File: src/rtl/nco3_pkg.sv
package nco3_pkg;
   localparam int unsigned NCO3_ACC_W  = 48;
   localparam int unsigned NCO3_TUNE_W = 40;
   localparam int unsigned NCO3_ADDR_W = 24;
   localparam int unsigned NCO3_LAT    = 14;
endpackage

File: src/rtl/nco3_term_gate.sv
module nco3_term_gate #(
   parameter int unsigned IN_W  = 40,
   parameter int unsigned OUT_W = 48
) (
   input  logic [IN_W-1:0]  term_in,
   input  logic             term_en,
   output logic [OUT_W-1:0] term_out
);
   logic [OUT_W-1:0] ext;

   generate
      if (IN_W == OUT_W) begin : g_same
         assign ext = term_in;
      end else begin : g_pad
         assign ext = {{(OUT_W-IN_W){1'b0}}, term_in};
      end
   endgenerate

   assign term_out = term_en ? ext : '0;
endmodule

File: src/rtl/nco3_inc_sum.sv
module nco3_inc_sum #(
   parameter int unsigned W = 48
) (
   input  logic         clk,
   input  logic         rst,
   input  logic [W-1:0] a_term,
   input  logic [W-1:0] b_term,
   input  logic [W-1:0] c_term,
   output logic [W-1:0] inc_q,
   output logic         inc_vld_q
);
   logic [W-1:0] sum_d;

   assign sum_d = a_term + b_term + c_term;

   always_ff @(posedge clk) begin
      if (rst) begin
         inc_q     <= '0;
         inc_vld_q <= 1'b0;
      end else begin
         inc_q     <= sum_d;
         inc_vld_q <= 1'b1;
      end
   end
endmodule

File: src/rtl/nco3_pipe_delay.sv
module nco3_pipe_delay #(
   parameter int unsigned W     = 49,
   parameter int unsigned DEPTH = 13
) (
   input  logic         clk,
   input  logic         rst,
   input  logic [W-1:0] d_in,
   output logic [W-1:0] d_out
);
   generate
      if (DEPTH == 0) begin : g_wire
         assign d_out = d_in;
      end else begin : g_regs
         logic [W-1:0] stage_q [DEPTH];
         for (genvar i = 0; i < DEPTH; i++) begin : g_stage
            if (i == 0) begin : g_head
               always_ff @(posedge clk) begin
                  if (rst) stage_q[i] <= '0;
                  else     stage_q[i] <= d_in;
               end
            end else begin : g_tail
               always_ff @(posedge clk) begin
                  if (rst) stage_q[i] <= '0;
                  else     stage_q[i] <= stage_q[i-1];
               end
            end
         end
         assign d_out = stage_q[DEPTH-1];
      end
   endgenerate
endmodule

File: src/rtl/nco3_phase_acc.sv
module nco3_phase_acc #(
   parameter int unsigned ACC_W  = 48,
   parameter int unsigned ADDR_W = 24
) (
   input  logic              clk,
   input  logic              rst,
   input  logic [ACC_W-1:0]  inc,
   input  logic              inc_vld,
   output logic [ADDR_W-1:0] addr,
   output logic              vld
);
   logic [ACC_W-1:0] acc_q;
   logic             vld_q;

   always_ff @(posedge clk) begin
      if (rst) begin
         acc_q <= '0;
         vld_q <= 1'b0;
      end else begin
         acc_q <= acc_q + inc;
         vld_q <= inc_vld;
      end
   end

   assign addr = acc_q[ACC_W-1 -: ADDR_W];
   assign vld  = vld_q;
endmodule

File: src/rtl/nco3_core.sv
module nco3_core #(
   parameter int unsigned ACC_W   = nco3_pkg::NCO3_ACC_W,
   parameter int unsigned TUNE_W  = nco3_pkg::NCO3_TUNE_W,
   parameter int unsigned ADDR_W  = nco3_pkg::NCO3_ADDR_W,
   parameter int unsigned LATENCY = nco3_pkg::NCO3_LAT
) (
   input  logic              clk,
   input  logic              rst,
   input  logic [ACC_W-1:0]  ctr_word,
   input  logic [ACC_W-1:0]  ofs_word,
   input  logic [TUNE_W-1:0] tune_word,
   input  logic              ctr_en,
   input  logic              ofs_en,
   input  logic              tune_en,
   output logic [ADDR_W-1:0] phase_addr,
   output logic              phase_vld
);
   localparam int unsigned DLY_DEPTH = LATENCY - 1;
   localparam int unsigned PIPE_W    = ACC_W + 1;

   generate
      if (LATENCY < 1) begin : g_bad_lat
         $error("nco3_core: LATENCY must be at least 1");
      end
      if (TUNE_W > ACC_W) begin : g_bad_tune
         $error("nco3_core: TUNE_W must not exceed ACC_W");
      end
      if (ADDR_W > ACC_W || ADDR_W == 0) begin : g_bad_addr
         $error("nco3_core: ADDR_W must be in 1..ACC_W");
      end
   endgenerate

   logic [ACC_W-1:0]  ctr_g, ofs_g, tune_g;
   logic [ACC_W-1:0]  inc_q;
   logic              inc_vld_q;
   logic [PIPE_W-1:0] pipe_out;

   nco3_term_gate #(.IN_W(ACC_W), .OUT_W(ACC_W)) i_gate_ctr (
      .term_in(ctr_word), .term_en(ctr_en), .term_out(ctr_g));
   nco3_term_gate #(.IN_W(ACC_W), .OUT_W(ACC_W)) i_gate_ofs (
      .term_in(ofs_word), .term_en(ofs_en), .term_out(ofs_g));
   nco3_term_gate #(.IN_W(TUNE_W), .OUT_W(ACC_W)) i_gate_tune (
      .term_in(tune_word), .term_en(tune_en), .term_out(tune_g));

   nco3_inc_sum #(.W(ACC_W)) i_sum (
      .clk(clk), .rst(rst),
      .a_term(ctr_g), .b_term(ofs_g), .c_term(tune_g),
      .inc_q(inc_q), .inc_vld_q(inc_vld_q));

   nco3_pipe_delay #(.W(PIPE_W), .DEPTH(DLY_DEPTH)) i_dly (
      .clk(clk), .rst(rst),
      .d_in({inc_vld_q, inc_q}), .d_out(pipe_out));

   nco3_phase_acc #(.ACC_W(ACC_W), .ADDR_W(ADDR_W)) i_acc (
      .clk(clk), .rst(rst),
      .inc(pipe_out[ACC_W-1:0]), .inc_vld(pipe_out[ACC_W]),
      .addr(phase_addr), .vld(phase_vld));
endmodule

File: config.mk
export PLATFORM = sky130hd
export DESIGN_NAME = nco3_core
export DESIGN_NICKNAME = d
export VERILOG_FILES = /design/src/rtl/nco3_pkg.sv /design/src/rtl/nco3_term_gate.sv /design/src/rtl/nco3_inc_sum.sv /design/src/rtl/nco3_pipe_delay.sv /design/src/rtl/nco3_phase_acc.sv /design/src/rtl/nco3_core.sv
export SDC_FILE = /design/constraint.sdc
export NUM_CORES = 1
export LEC_CHECK = 0
export ABC_AREA = 0
export CAP_MARGIN = 20
export CELL_PAD_IN_SITES_DETAIL_PLACEMENT = 0
export CELL_PAD_IN_SITES_GLOBAL_PLACEMENT = 1
export CORE_AREA = 3 3 261 263
export CTS_CLUSTER_DIAMETER = 30
export CTS_CLUSTER_SIZE = 12
export DETAILED_ROUTE_END_ITERATION = 8
export DIE_AREA = 0 0 264 266
export PLACE_DENSITY_LB_ADDON = 0.1
export SETUP_SLACK_MARGIN = 0.05
export SLEW_MARGIN = 40
export SYNTH_ARGS = -nofsm -noshare
export SYNTH_HDL_FRONTEND = slang
export SYNTH_HIERARCHICAL = 1
export SYNTH_SLANG_ARGS = --single-unit
export TNS_END_PERCENT = 20
File: constraint.sdc
create_clock -name clk -period 4.1 [get_ports clk]
set_clock_uncertainty 0.15 [all_clocks]
set_input_delay 1.23 -clock clk [delete_from_list [all_inputs] [get_ports clk]]
set_output_delay 1.23 -clock clk [all_outputs]
set_load 0.01 [all_outputs]
Word level (Yosys, flattened, before mapping)
Memories as Yosys holds them, arrays and structs flattened.
Cells that the tools add are included.
{ "totals": {"output_inout_bits": 25, "ram_bits": 637, "memories": 1, "register_bits": 98} }
{ "classes": {"addsub": 3, "n_bitwise": 13, "mux": 19} }
{ "mem_list": {"columns": ["name", "words", "width", "rd", "rd_clocked_by_memory_dff", "wr", "line", "source"], "rows": [
  ["i_dly.g_regs.stage_q", 13, 49, 13, 0, 13, "nco3_pipe_delay.sv:14", "logic [W-1:0] stage_q [DEPTH];"]
]} }
{ "op_table": {"columns": ["operator", "n"], "rows": [
  ["$mux 49", 13],
  ["$add 48x48->48", 2],
  ["$mux 48", 2],
  ["$add 48x40->48", 1],
  ["$mux 40", 1],
  ["$or 1x1->1", 13],
  ["$mux 1", 3]
]} }

Longest topological paths before layout
Gate-level depths: netlist of run 1.
{ "depth": {"word_depth": 3, "depth_mapped": 16, "depth_no_buf": 15} }

Modules after synthesis
The synthesis of run 1 kept the hierarchy.
{ "by_module_without_submodules": {"columns": ["mod", "seq_area_each_um2", "cells_per_inst", "instances", "area_per_inst_um2"], "rows": [
  ["nco3_pipe_delay", 12752.2, 1394, 1, 17725.8],
  ["nco3_inc_sum", 980.9, 570, 1, 5011.1],
  ["nco3_phase_acc", 980.9, 571, 1, 4494.3],
  ["nco3_term_gate (i_gate_ctr ...)", 0.0, 53, 2, 370.4],
  ["nco3_term_gate (i_gate_tune)", 0.0, 53, 1, 384.1]
]} }

Worst setup path before layout of run 1
No wires, ideal clock.
{ "synth_timing": {"path_type": "input to register", "start": "input ctr_en", "end": "register i_sum.inc_q[41]", "arrival_time_ns": 4.117, "t_required_ns": 3.829, "setup_slack_ns": -0.288, "path_stages": 14, "setup_ns": 0.121, "path_cell_list": "buf_6 > and2_2 > fa_1 > ha_1 > inv_1 > fa_1 > nand2b_1 > a21oi_1 > o211ai_1 > a211oi_2 > o21bai_2 > o31ai_4 > a311oi_1 > mux2_2"} }
{ "synth_via": {"elab_chain_len": 3} }
{ "synth_lines": {"columns": ["element", "line", "source"], "rows": [
  ["from (decl)", "nco3_core.sv:12", "input logic ctr_en,"],
  ["$mux 48", "nco3_term_gate.sv:19", "assign term_out = term_en ? ext : '0;"],
  ["named net ctr_g[1]", "nco3_core.sv:33", "logic [ACC_W-1:0] ctr_g, ofs_g, tune_g;"],
  ["$add 48x48->48", "nco3_inc_sum.sv:14", "assign sum_d = a_term + b_term + c_term;"],
  ["$add 48x40->48", "nco3_inc_sum.sv:14", null],
  ["to (signal assigned)", "nco3_inc_sum.sv:21", "inc_q <= sum_d;"],
  ["to (decl)", "nco3_inc_sum.sv:9", "output logic [W-1:0] inc_q,"]
]} }
The timed path passes the listed nets, and every way through them passes these cells.
A chain may end at the register's enable or synchronous reset.

Worst setup path after layout of run 1
{ "layout_timing": {"start": "input ofs_word[3]", "end": "register i_sum.inc_q[44]"} }
{ "layout_via": {"elab_chain_len": 3} }
{ "layout_lines": {"columns": ["element", "line", "source"], "rows": [
  ["from (decl)", "nco3_core.sv:10", "input logic [ACC_W-1:0] ofs_word,"],
  ["$mux 48", "nco3_term_gate.sv:19", null],
  ["named net ofs_g[3]", "nco3_core.sv:33", null],
  ["$add 48x48->48", "nco3_inc_sum.sv:14", null],
  ["$add 48x40->48", "nco3_inc_sum.sv:14", null]
]} }
The timed path passes the listed nets, and every way through them passes these cells.

==> reports/metrics.yaml, run 1 <==
syn_area_um2: 28400
crit_top_cell: "buf_4"
final-setup-viol-count: 0
syn_inst: 2694
status: "complete, no violations"
drc_errors: 0
die_height_um: 266
crit_slowest_cell: "fa_2"
critPathTopFamily: "compound AO/OA/AOI/OAI gates"
portBuffers: 165
cts_max_path_buffers: 3
pwr_density_cell_nw_per_um2: 525
antenna_left: 0
crit_buf_inv: 3
first_pass_iters: 5
routed_wl_mm: 48.6
finalWorstSetupSlack_ns: 0.0228
dp.cells: 3703
fmax_mhz: 245
vdd_ir_drop_max_uv: 413
core.rowCount: 94
worstSetupPathType: "primary input to flop"
cts.hold.buffers_added: 0
via_per_inst: 4.38
layout_common_cells: "dfxtp_1 (735), nor2b_1 (417), and2b_1 (240)"
arrival_ns: 4.43
cap_violations: 0
rsz0062_at_grt: "yes"
synth_top_cell_by_area: "dfxtp_1"
clk-insertion-delay-late_ns: 0.63
crit_chain: "clkdlybuf4s50_1, and2_2, fa_2, ha_4, buf_4, nand3_1, o211ai_4, a41oi_4, a2111oi_4, buf_4, o2111ai_4, a211o_1, a21boi_2, nor3b_2"
fin_cells: 3938
nNetsFinal: 3261
grt_pass1_vias: 17100
drt_iter0_drc: 738
ys_top_cells_by_area: "dfxtp_1 (52%), nor2b_1 (9.2%), and2b_1 (6.4%), ha_1 (4.1%), fa_1 (3.5%)"
dieArea_um2: 70200
synth_top_area_share_pct: 51.9
clk_pin_slew_ns: 0.05
overflow: 0
finalHoldViolations: 0
route.vias.total: 17200
drive_above_1_share_pct: 19.1
startpoint_type: "primary input"
max_stage_delay_ns: 0.47
slew_headroom_pct: 50.4
hold_slack_ns: 0.267
hpwl_mm: 32.7
grt_usage_pct: 13.8
tightest_slew_ns: 0.736
drv_slew: 0
dieWidth_um: 264
cts_buffers: 114
leakagePower_nw: 15.7
cts.sinks: 735
antenna_cells: 0
synth_warnings: 6
routedWlPerCell_um: 12.4
avgSynthCellArea_um2: 10.5
synthToLayoutAreaGrowth_pct: 26.9
crit_path_end_kind: "flop"
place_congestion: 0.864
start_util_pct: 43.1
yosys_register_bits: 735
total_power_mw: 18.9
min_path_type: "flop to flop"
fp.coreArea_um2: 65900
final_common_cell: "dfxtp_1"
dp_slack_ns: -1.16
pin_count: 166
utilization_pct: 54.6
ys_seq_area_share_pct: 51.9
fin_crit_sh_pct: 99.4
grt_pass1_wl_mm: 82.3
async_flop_share_pct: 0
htree_levels: 3
synth_cell_types: 89
cp.required_ns: 4.46
period_minus_slack_ns: 4.08
cts_tree: "yes"
synth_edf_count: 0
cts_root_buf: "clkbuf_16"
grt_antenna_before_repair: 0
synth_top_flop_cell: "dfxtp_1"
grt_max_degree: 166
worst-path-max-fanout: 4
-- flip-flops by register name (all words and copies together) (netlist names) --
register / count
i_dly/g_regs.stage_q: 637
i_acc/acc_q: 48
i_sum/inc_q: 48
i_acc/vld: 1
i_sum/inc_vld_q: 1
-- synth_stat cells, types with 4 or more instances --
cell type and n:
clkbuf_1 80, a21boi_0 5, a21oi_2 4, nand2b_1 9
a21o_1 34, nand3_1 20, inv_1 25, a31oi_1 4
o31ai_1 4, a221oi_1 4, dfxtp_1 735, o21ai_1 6
and2b_1 240, nor2b_1 417, buf_1 4, a21oi_1 109
ha_1 93, fa_1 49, and3_1 5, o21a_1 21
nand2_1 93, xnor2_1 35, buf_2 14, o21bai_1 19
o21ai_0 62, o21ai_2 4, a211oi_1 5, nor3_1 33
clkbuf_2 9, mux2_2 8, and4_1 4, nor2_1 146
and2_2 82, or3_1 7, buf_6 15, o211ai_1 12
nand4_1 20, o31ai_2 4, xor2_1 29, and2_1 62
buf_4 84
-- logic make-up after synthesis --
logic type,after synthesis,share of synthesized area [%]
simple gates,1162,24.9
compound gates,348,8.50
buf+inv,231,4.67
fa+ha+maj,142,7.56
xor+xnor,64,1.98
other cells,1,0.0132
mux,11,0.437
flops,735,51.9
-- per-stage QoR --
step                area, µm²  TNS (ns)
finish                  36000         0
global route            36000    -0.248
CTS                     35900         0
detailed placement      31400    -26.87
global placement        31400    -24.31
floorplan               28400    -0.696
-- final timing paths --
| kind | startpoint | end | slack (ns) | depth (start not counted) |
|---|---|---|---|---|
| setup / recovery | ofs_word[3] | i_sum/inc_q[44]$_SDFF_PP0_ | 0.02 | 14 |
| hold / removal | i_dly/g_regs.stage_q[0][339]$_SDFF_PP0_ | i_dly/g_regs.stage_q[0][388]$_SDFF_PP0_ | 0.27 | 1 |
| setup reg to reg | i_acc/acc_q[0]$_SDFF_PP0_ | i_acc/acc_q[26]$_SDFF_PP0_ | 0.91 | 10 |
| hold reg to reg | i_dly/g_regs.stage_q[0][339]$_SDFF_PP0_ | i_dly/g_regs.stage_q[0][388]$_SDFF_PP0_ | 0.27 | 1 |
-- what timing repair did --
| item | in CTS | in global routing |
|---|---|---|
| setup buffers | 14 | 5 |
| pin swaps | 43 | 12 |
| setup endpoints to repair | 23 | 12 |
| endpoints found under the hold margin | 0 | 0 |
| cloned | 4 | 0 |
| gates resized for setup | 97 | 19 |
-- where the power goes --
part           switching, mW  internal [mW]  leakage, nW
Sequential            0.0357           7.36         5.95
Combinational          0.815          0.943         7.79
Clock                   3.32           6.41         1.96
Total                   4.17           14.7         15.7
-- area by class of cell --
cell class                 instances  area [µm²]
timing repair buffer             367        3340
sequential                       735       14700
clock inverter                    69         926
inverter                          25        93.8
clock buffer                     143        3130
fill                            5735       29900
tap                              864        1080
multi-input combinational       1735       12700
-- routing by layer --
layer / vias to the layer above / share of wire [%] / GRT usage [%]
met5: - / 0 / 0
met4: 0 / 2.6 / 6.19
met3: 64 / 3.9 / 2.66
met2: 315 / 46 / 22.6
met1: 7549 / 48 / 17.8
li1: 9308 / - / -
Note: power is estimated with default switching activity, not from simulation.
==> run 2, diff against run 1 <==
- CORE_AREA: 3 3 261 263 -> 3 3 250 252
- DIE_AREA: 0 0 264 266 -> 0 0 253 255
- clock period: 4.1 -> 4.3 ns (I/O delays scaled with it)
==> run 2 against run 1 <==
Net effect: worst hold slack hardly changed; sequential share of layout area is 0.21 points higher; first-iteration DRC count is 24% lower; global-route usage is 1.5 points higher; non-clock buffer count is 6 lower; clock-buffer cell count is 17 lower; clock power is 3.9% lower; register-to-register slack better by 0.12 ns; die area is 8.1% lower; combinational power is 5% lower; sequential cell count stayed put; critical path type unchanged; critical endpoint is now i_sum/inc_q[45]$_SDFF_PP0_; largest cell class unchanged.
==> reports/metrics.yaml, run 2 (synthesis results as in run 1) <==
status: "complete, no violations"
drv_slew: 0  # unchanged
via_per_inst: 4.54  # +3.6%
crit_chain: "buf_2, buf_12, and2_2, fa_1, ha_4, inv_2, fa_2, nand2b_4, a21oi_4, o211ai_1, a211oi_2, buf_4, o21bai_4, o31ai_4, a311oi_2, mux2_4"
tns_ns: 0  # unchanged
top_regs: "i_dly/g_regs.stage_q (637), i_acc/acc_q (48), i_sum/inc_q (48)"
antenna_left: 0  # unchanged
worst-path-max-fanout: 12  # +8
total_power_mw: 18.1  # -4.3%
vdd_ir_drop_max_uv: 353  # -14%
startpoint_type: "primary input"
route.vias.total: 17400  # +1.1%
worstSetupPathType: "primary input to flop"
dieArea_um2: 64500  # -8.1%
drive_above_1_share_pct: 19.1  # +0.022 points
dieWidth_um: 253  # -4.2%
clk-insertion-delay-late_ns: 0.63  # about the same
period_minus_slack_ns: 4.23
crit_buf_inv: 4  # +1
cts_buffers: 109  # -4.4%
cts_tree: "yes"
grt_max_degree: 127  # -23%
clockPowerShare_pct: 51.8  # +0.3 points
clk_pin_slew_ns: 0.05  # about the same
hpwl_mm: 33.6  # +2.9%
fin_crit_sh_pct: 98.3
antenna_cells: 0  # unchanged
routed_wl_mm: 49.3  # +1.3%
cts_root_buf: "clkbuf_16"
tightest_slew_ns: 0.762  # +0.0263 ns
first_pass_iters: 5  # unchanged
cp.required_ns: 4.66  # +0.20 ns
layout_common_cells: "dfxtp_1 (735), nor2b_1 (417), and2b_1 (240)"
crit_path_end_kind: "flop"
fmax_mhz: 237
rsz0062_at_grt: "yes"
start_util_pct: 47.0  # +3.9 points
place_congestion: 0.849  # -1.7%
drc_errors: 0  # unchanged
leakagePower_nw: 15.6  # -0.34%
pwr-share-comb_pct: 9.2  # about the same
final-setup-viol-count: 0  # unchanged
largest_register_ffs: 637  # unchanged
core.rowCount: 90  # -4.3%
multi_input_area_um2: 12700  # +0.15%
crit_slowest_cell: "fa_1"
p_sw_mw: 3.98  # -4.8%
cap_violations: 0  # unchanged
portBuffers: 165  # unchanged
cellInternalPower_mw: 14.1  # -4.2%
hold_slack_ns: 0.267  # +0.00000400 ns
routedWlPerCell_um: 12.8  # +3.9%
top_register: "i_dly/g_regs.stage_q"
final_common_cell: "dfxtp_1"
nNetsFinal: 3250  # -0.34%
min_path_type: "flop to flop"
grt_pass1_vias: 17400  # +1.7%
pin_count: 166  # unchanged
overflow: 0  # unchanged
grt_usage_pct: 15.3  # +1.5 points
pwr-share-seq_pct: 39.0  # -0.2 points
ff_latch_area_um2: 14700  # unchanged
pwr_density_cell_nw_per_um2: 505  # -3.8%
finalHoldViolations: 0  # unchanged
grt_pass1_wl_mm: 82.4  # +0.11%
htree_levels: 3  # unchanged
critPathTopFamily: "adder cells"
max_stage_delay_ns: 0.56  # +0.09 ns
drt_iter0_drc: 564  # -24%
cts.sinks: 735  # unchanged
fp.coreArea_um2: 60400  # -8.4%
cts_max_path_buffers: 3  # unchanged
grt_antenna_before_repair: 0  # unchanged
synthToLayoutAreaGrowth_pct: 26.2
p_sw_share_pct: 22.0  # -0.099 points
die_height_um: 255  # -4.1%
slew_headroom_pct: 49.0  # -1.4 points
nFillCells: 5083  # -11%
arrival_ns: 4.59  # +0.16 ns
[run 2: metal layers]
metal  vias to the layer above  GRT usage [%]  part of all wire, %  wire, µm
li1                       9265              -                    -         -
met1                      7782           19.6                   47     23400
met2                       294           25.6                   46     22800
met3                        84           2.71                  3.6      1760
met4                         0           6.48                  2.7      1320
met5                         -              0                    0         0
[run 2: through the flow]
stage | util (%) | cells | instance area (µm²) | setup slack [ns]
2_1_floorplan | - | 2701 | 28400 | -0.0875
3_3_place_gp | 51.8 | 3628 | 31300 | -0.866
3_5_place_dp | 51.8 | 3628 | 31300 | -0.956
4_1_cts | 58.9 | 3838 | 35600 | 0.0508
5_1_grt | 59.3 | 3842 | 35800 | 0.0117
6_report | 59.3 | 3842 | 35800 | 0.0743
[run 2: final cells by class]
cell class / instances / area share [%]
Multi-Input combinational cell: 1735 / 35.5
Clock buffer: 126 / 8.11
Inverter: 25 / 0.262
Tap cell: 782 / 2.73
Timing Repair Buffer: 361 / 9.10
Clock inverter: 78 / 3.18
Sequential cell: 735 / 41.1
[run 2: worst paths after layout]
| check | from | endpoint | slack, ns | depth (start not counted) |
|---|---|---|---|---|
| worst max-delay path | tune_en | i_sum/inc_q[45]$_SDFF_PP0_ | 0.07 | 16 |
| worst min-delay path | i_dly/g_regs.stage_q[1][114]$_SDFF_PP0_ | i_dly/g_regs.stage_q[1][163]$_SDFF_PP0_ | 0.27 | 1 |
| worst min register to register | i_dly/g_regs.stage_q[1][114]$_SDFF_PP0_ | i_dly/g_regs.stage_q[1][163]$_SDFF_PP0_ | 0.27 | 1 |
| worst max register to register | i_acc/acc_q[25]$_SDFF_PP0_ | i_acc/acc_q[44]$_SDFF_PP0_ | 1.03 | 10 |
[run 2: power by group through the flow]
| stage | registers (mW) | clock network [mW] | logic, mW |
|---|---|---|---|
| CTS | 7.05 | 9.61 | 1.62 |
| detailed placement | 7.20 | 0 | 1.56 |
| global placement | 7.19 | 0 | 1.55 |
| finish | 7.05 | 9.35 | 1.67 |
| floorplan | 7.18 | 0 | 0.923 |
| global route | 7.07 | 9.92 | 1.85 |
[run 2: timing repair]
action | in CTS | in global routing
gates cloned | 3 | 0
resized for setup | 44 | 53
endpoints found under the setup margin | 15 | 12
hold buffers | 0 | 0
setup buffers | 3 | 3
pin swaps | 16 | 31
==> run 3, diff against run 2 <==
- CAP_MARGIN: 20 -> default
- CORE_AREA: 3 3 250 252 -> 3 3 257 259
- DIE_AREA: 0 0 253 255 -> 0 0 260 262
- SYNTH_HIERARCHICAL: 1 -> default
- clock period: 4.3 -> 3.7 ns (I/O delays scaled with it)
==> run 3 against run 2 <==
Net effect: the run now ends with setup timing left; critical path depth is 1 higher; largest cell class unchanged; critical path type unchanged; highest routed layer unchanged; synthesized cell count down 2.6%; non-clock buffer count increased by 18; critical endpoint is now i_sum.inc_q[37]$_SDFF_PP0_; combinational power is 15% higher.
==> reports/metrics.yaml, run 3 <==
status: "finished with violations"
violations: "setup timing"
routed_wl_mm: 48.1  # -2.4%
final_common_cell: "dfxtp_1"
hold_slack_ns: 0.271  # +0.00374 ns
crit_path_end_kind: "flop"
vdd_ir_drop_max_uv: 361  # +2.4%
crit_buf_inv: 4  # unchanged
ys_top_cells_by_area: "dfxtp_1 (55%), nor2b_1 (15%), ha_1 (4.7%), fa_1 (3.1%), nand2_1 (2.7%)"
layout_common_cells: "dfxtp_1 (735), nor2b_1 (655), buf_4 (187)"
synth_top_flop_cell: "dfxtp_1"
grt_antenna_before_repair: 0  # unchanged
final-setup-viol-count: 1  # +1
synth_edf_count: 0  # unchanged
grt_usage_pct: 14.0  # -1.4 points
fin_area_um2: 35500  # -0.83%
synthToLayoutAreaGrowth_pct: 32.8
rsz0062_at_grt: "yes"
clk-insertion-delay-late_ns: 0.63  # about the same
crit_chain: "clkdlybuf4s50_1, and2_4, fa_2, ha_4, inv_2, fa_2, nor2b_4, o21bai_1, a21boi_2, o31ai_4, buf_12, o21ai_4, a31oi_4, buf_6, o21ai_2, xnor2_1, nor2_1"
min_path_type: "flop to flop"
fmax_mhz: 270
ys_seq_area_share_pct: 55.1  # +3.2 points
startpoint_type: "primary input"
synth_top_area_share_pct: 55.1  # +3.2 points
startpoint: "ofs_word[0]"
synth_common_cells: "dfxtp_1 (735), nor2b_1 (656), nand2_1 (191)"
cts.hold.buffers_added: 0  # unchanged
cts_max_path_buffers: 3  # unchanged
grt_pass1_vias: 16500  # -5.0%
arrival_ns: 4.06  # -0.53 ns
via_per_inst: 4.33  # -4.5%
cp.required_ns: 4.06  # -0.60 ns
crit_top_cell: "fa_2"
finalHoldViolations: 0  # unchanged
tightest_slew_ns: 0.682  # -0.0802 ns
core.rowCount: 93  # +3.3%
crit_slowest_cell: "fa_2"
grt_pass1_wl_mm: 79.1  # -4.1%
top_register: "i_dly.g_regs.stage_q"
period_minus_slack_ns: 3.70
top_regs: "i_dly.g_regs.stage_q (637), i_acc.acc_q (48), i_sum.inc_q (48)"
place_congestion: 0.860  # +1.3%
portBuffers: 165  # unchanged
worstSetupPathType: "primary input to flop"
pwr_density_cell_nw_per_um2: 577  # +14%
synth_most_common_cell: "dfxtp_1"
dieWidth_um: 260  # +2.8%
nFillCells: 5595  # +10%
yosys_register_bits: 735  # unchanged
start_util_pct: 41.7  # -5.3 points
async_flop_share_pct: 0  # unchanged
syn_inst: 2624  # -2.6%
cts_buffers: 112  # +2.8%
grt_max_degree: 138  # +8.7%
drv_slew: 0  # unchanged
nNetsFinal: 3259  # +0.28%
synth_warnings: 0  # -6
pin_count: 166  # unchanged
cap_violations: 0  # unchanged
worst-path-max-fanout: 4  # -8
synth_top_cell_by_area: "dfxtp_1"
antenna_left: 0  # unchanged
syn_nets: 2907
max_stage_delay_ns: 0.42  # -0.14 ns
routedWlPerCell_um: 12.3  # -4.4%
cts_tree: "yes"
drt_iter0_drc: 651  # +15%
first_pass_iters: 4  # -1
hpwl_mm: 31.9  # -5.0%
leakagePower_nw: 15.4  # -1.9%
multi_input_area_um2: 11800  # -7.1%
finalWorstSetupSlack_ns: -0.00240  # -0.0767 ns
dieArea_um2: 68100  # +5.6%
overflow: 0  # unchanged
synth_cell_types: 73  # -18%
fp.coreArea_um2: 64100  # +6.2%
drive_above_1_share_pct: 18.9  # -0.24 points
placed_area_um2: 30600  # -2.3%
avgSynthCellArea_um2: 10.2  # -3.2%
cts_root_buf: "clkbuf_16"
syn_area_um2: 26700  # -5.7%
cts.sinks: 735  # unchanged
die_height_um: 262  # +2.7%
clk_pin_slew_ns: 0.05  # about the same
drc_errors: 0  # unchanged
htree_levels: 3  # unchanged
ff_latch_area_um2: 14700  # unchanged
critPathTopFamily: "compound AO/OA/AOI/OAI gates"
slew_headroom_pct: 54.0  # +5.0 points
fin_crit_sh_pct: 100
route.vias.total: 17000  # -2.5%
reg2reg_from: "i_acc.acc_q[0]$_SDFF_PP0_"
largest_register_ffs: 637  # unchanged
worstHoldStart: "i_dly.g_regs.stage_q[0][339]$_SDFF_PP0_"
-- run 3: cell count changes in the layout (fill, tap and decap cells not counted), sizes merged, moves of 24 or more --
cell | previous run | this run
and2 | 145 | 28
nor2 | 146 | 122
and2b | 240 | 0
nand2 | 93 | 192
dlymetal6s2s | 3 | 28
clkdlybuf4s50 | 154 | 114
nor2b | 417 | 656
inv | 46 | 125
-- run 3: final cells by class --
| type | instances | share of cell area (%) |
|---|---|---|
| Sequential cell | 735 | 41.5 |
| Multi-Input combinational cell | 1638 | 33.3 |
| Timing Repair Buffer | 379 | 10.2 |
| Clock buffer | 135 | 8.51 |
| Tap cell | 855 | 3.01 |
| Clock inverter | 70 | 2.41 |
| Inverter | 110 | 1.16 |
| Antenna cell | 1 | 0.00705 |
-- run 3: metrics by stage --
| step | setup TNS [ns] | std cells | util (%) | setup WS, ns | total power, mW |
|---|---|---|---|---|---|
| 4_1_cts | -0.197 | 3908 | 54.4 | -0.0876 | 20.7 |
| 6_report | -0.00240 | 3923 | 55.4 | -0.00240 | 20.5 |
| 2_1_floorplan | -4.36 | 2624 | - | -0.318 | 9.31 |
| 3_3_place_gp | -36.67 | 3694 | 47.7 | -1.18 | 10.0 |
| 3_5_place_dp | -38.23 | 3694 | 47.7 | -1.23 | 10.0 |
| 5_1_grt | -0.635 | 3922 | 55.4 | -0.130 | 21.4 |
-- run 3: layer usage --
| layer | vias up | track usage [%] | routed length (µm) |
|---|---|---|---|
| li1 | 9119 | - | - |
| met1 | 7429 | 17.6 | 22300 |
| met2 | 343 | 23.0 | 22400 |
| met3 | 94 | 2.88 | 1980 |
| met4 | 0 | 6.62 | 1480 |
| met5 | - | 0 | 0 |
-- run 3: power by group --
part,leakage (nW),internal [mW],switching [mW]
sequential,5.95,8.14,0.0333
combinational,7.52,0.999,0.921
clock,1.89,6.78,3.62
-- run 3: final timing paths --
path | cells after the start | slack, ns | to
worst min register to register | 1 | 0.27 | i_dly.g_regs.stage_q[0][388]$_SDFF_PP0_
worst max-delay path | 17 | -0.002 | i_sum.inc_q[37]$_SDFF_PP0_
worst min-delay path | 1 | 0.27 | i_dly.g_regs.stage_q[0][388]$_SDFF_PP0_
worst max register to register | 12 | 0.38 | i_acc.acc_q[42]$_SDFF_PP0_
-- run 3: repair_timing --
item | in CTS | in global routing
resized for setup | 89 | 130
endpoints found under the setup margin | 34 | 27
cloned | 2 | 3
setup buffers | 10 | 12
endpoints found under the hold margin | 0 | 0
pin swaps | 62 | 91
-- run 3: kinds of logic (layout without fill, tap and decap cells) --
kind of cell	Yosys count	count (layout)	share of synthesized area, %
compound gates	323	323	7.92
simple gates	1092	1092	22.6
xor+xnor	75	75	2.46
other cells	0	1	0
mux	6	6	0.267
flops	735	735	55.1
buf+inv	251	694	3.89
fa+ha+maj	142	142	7.83
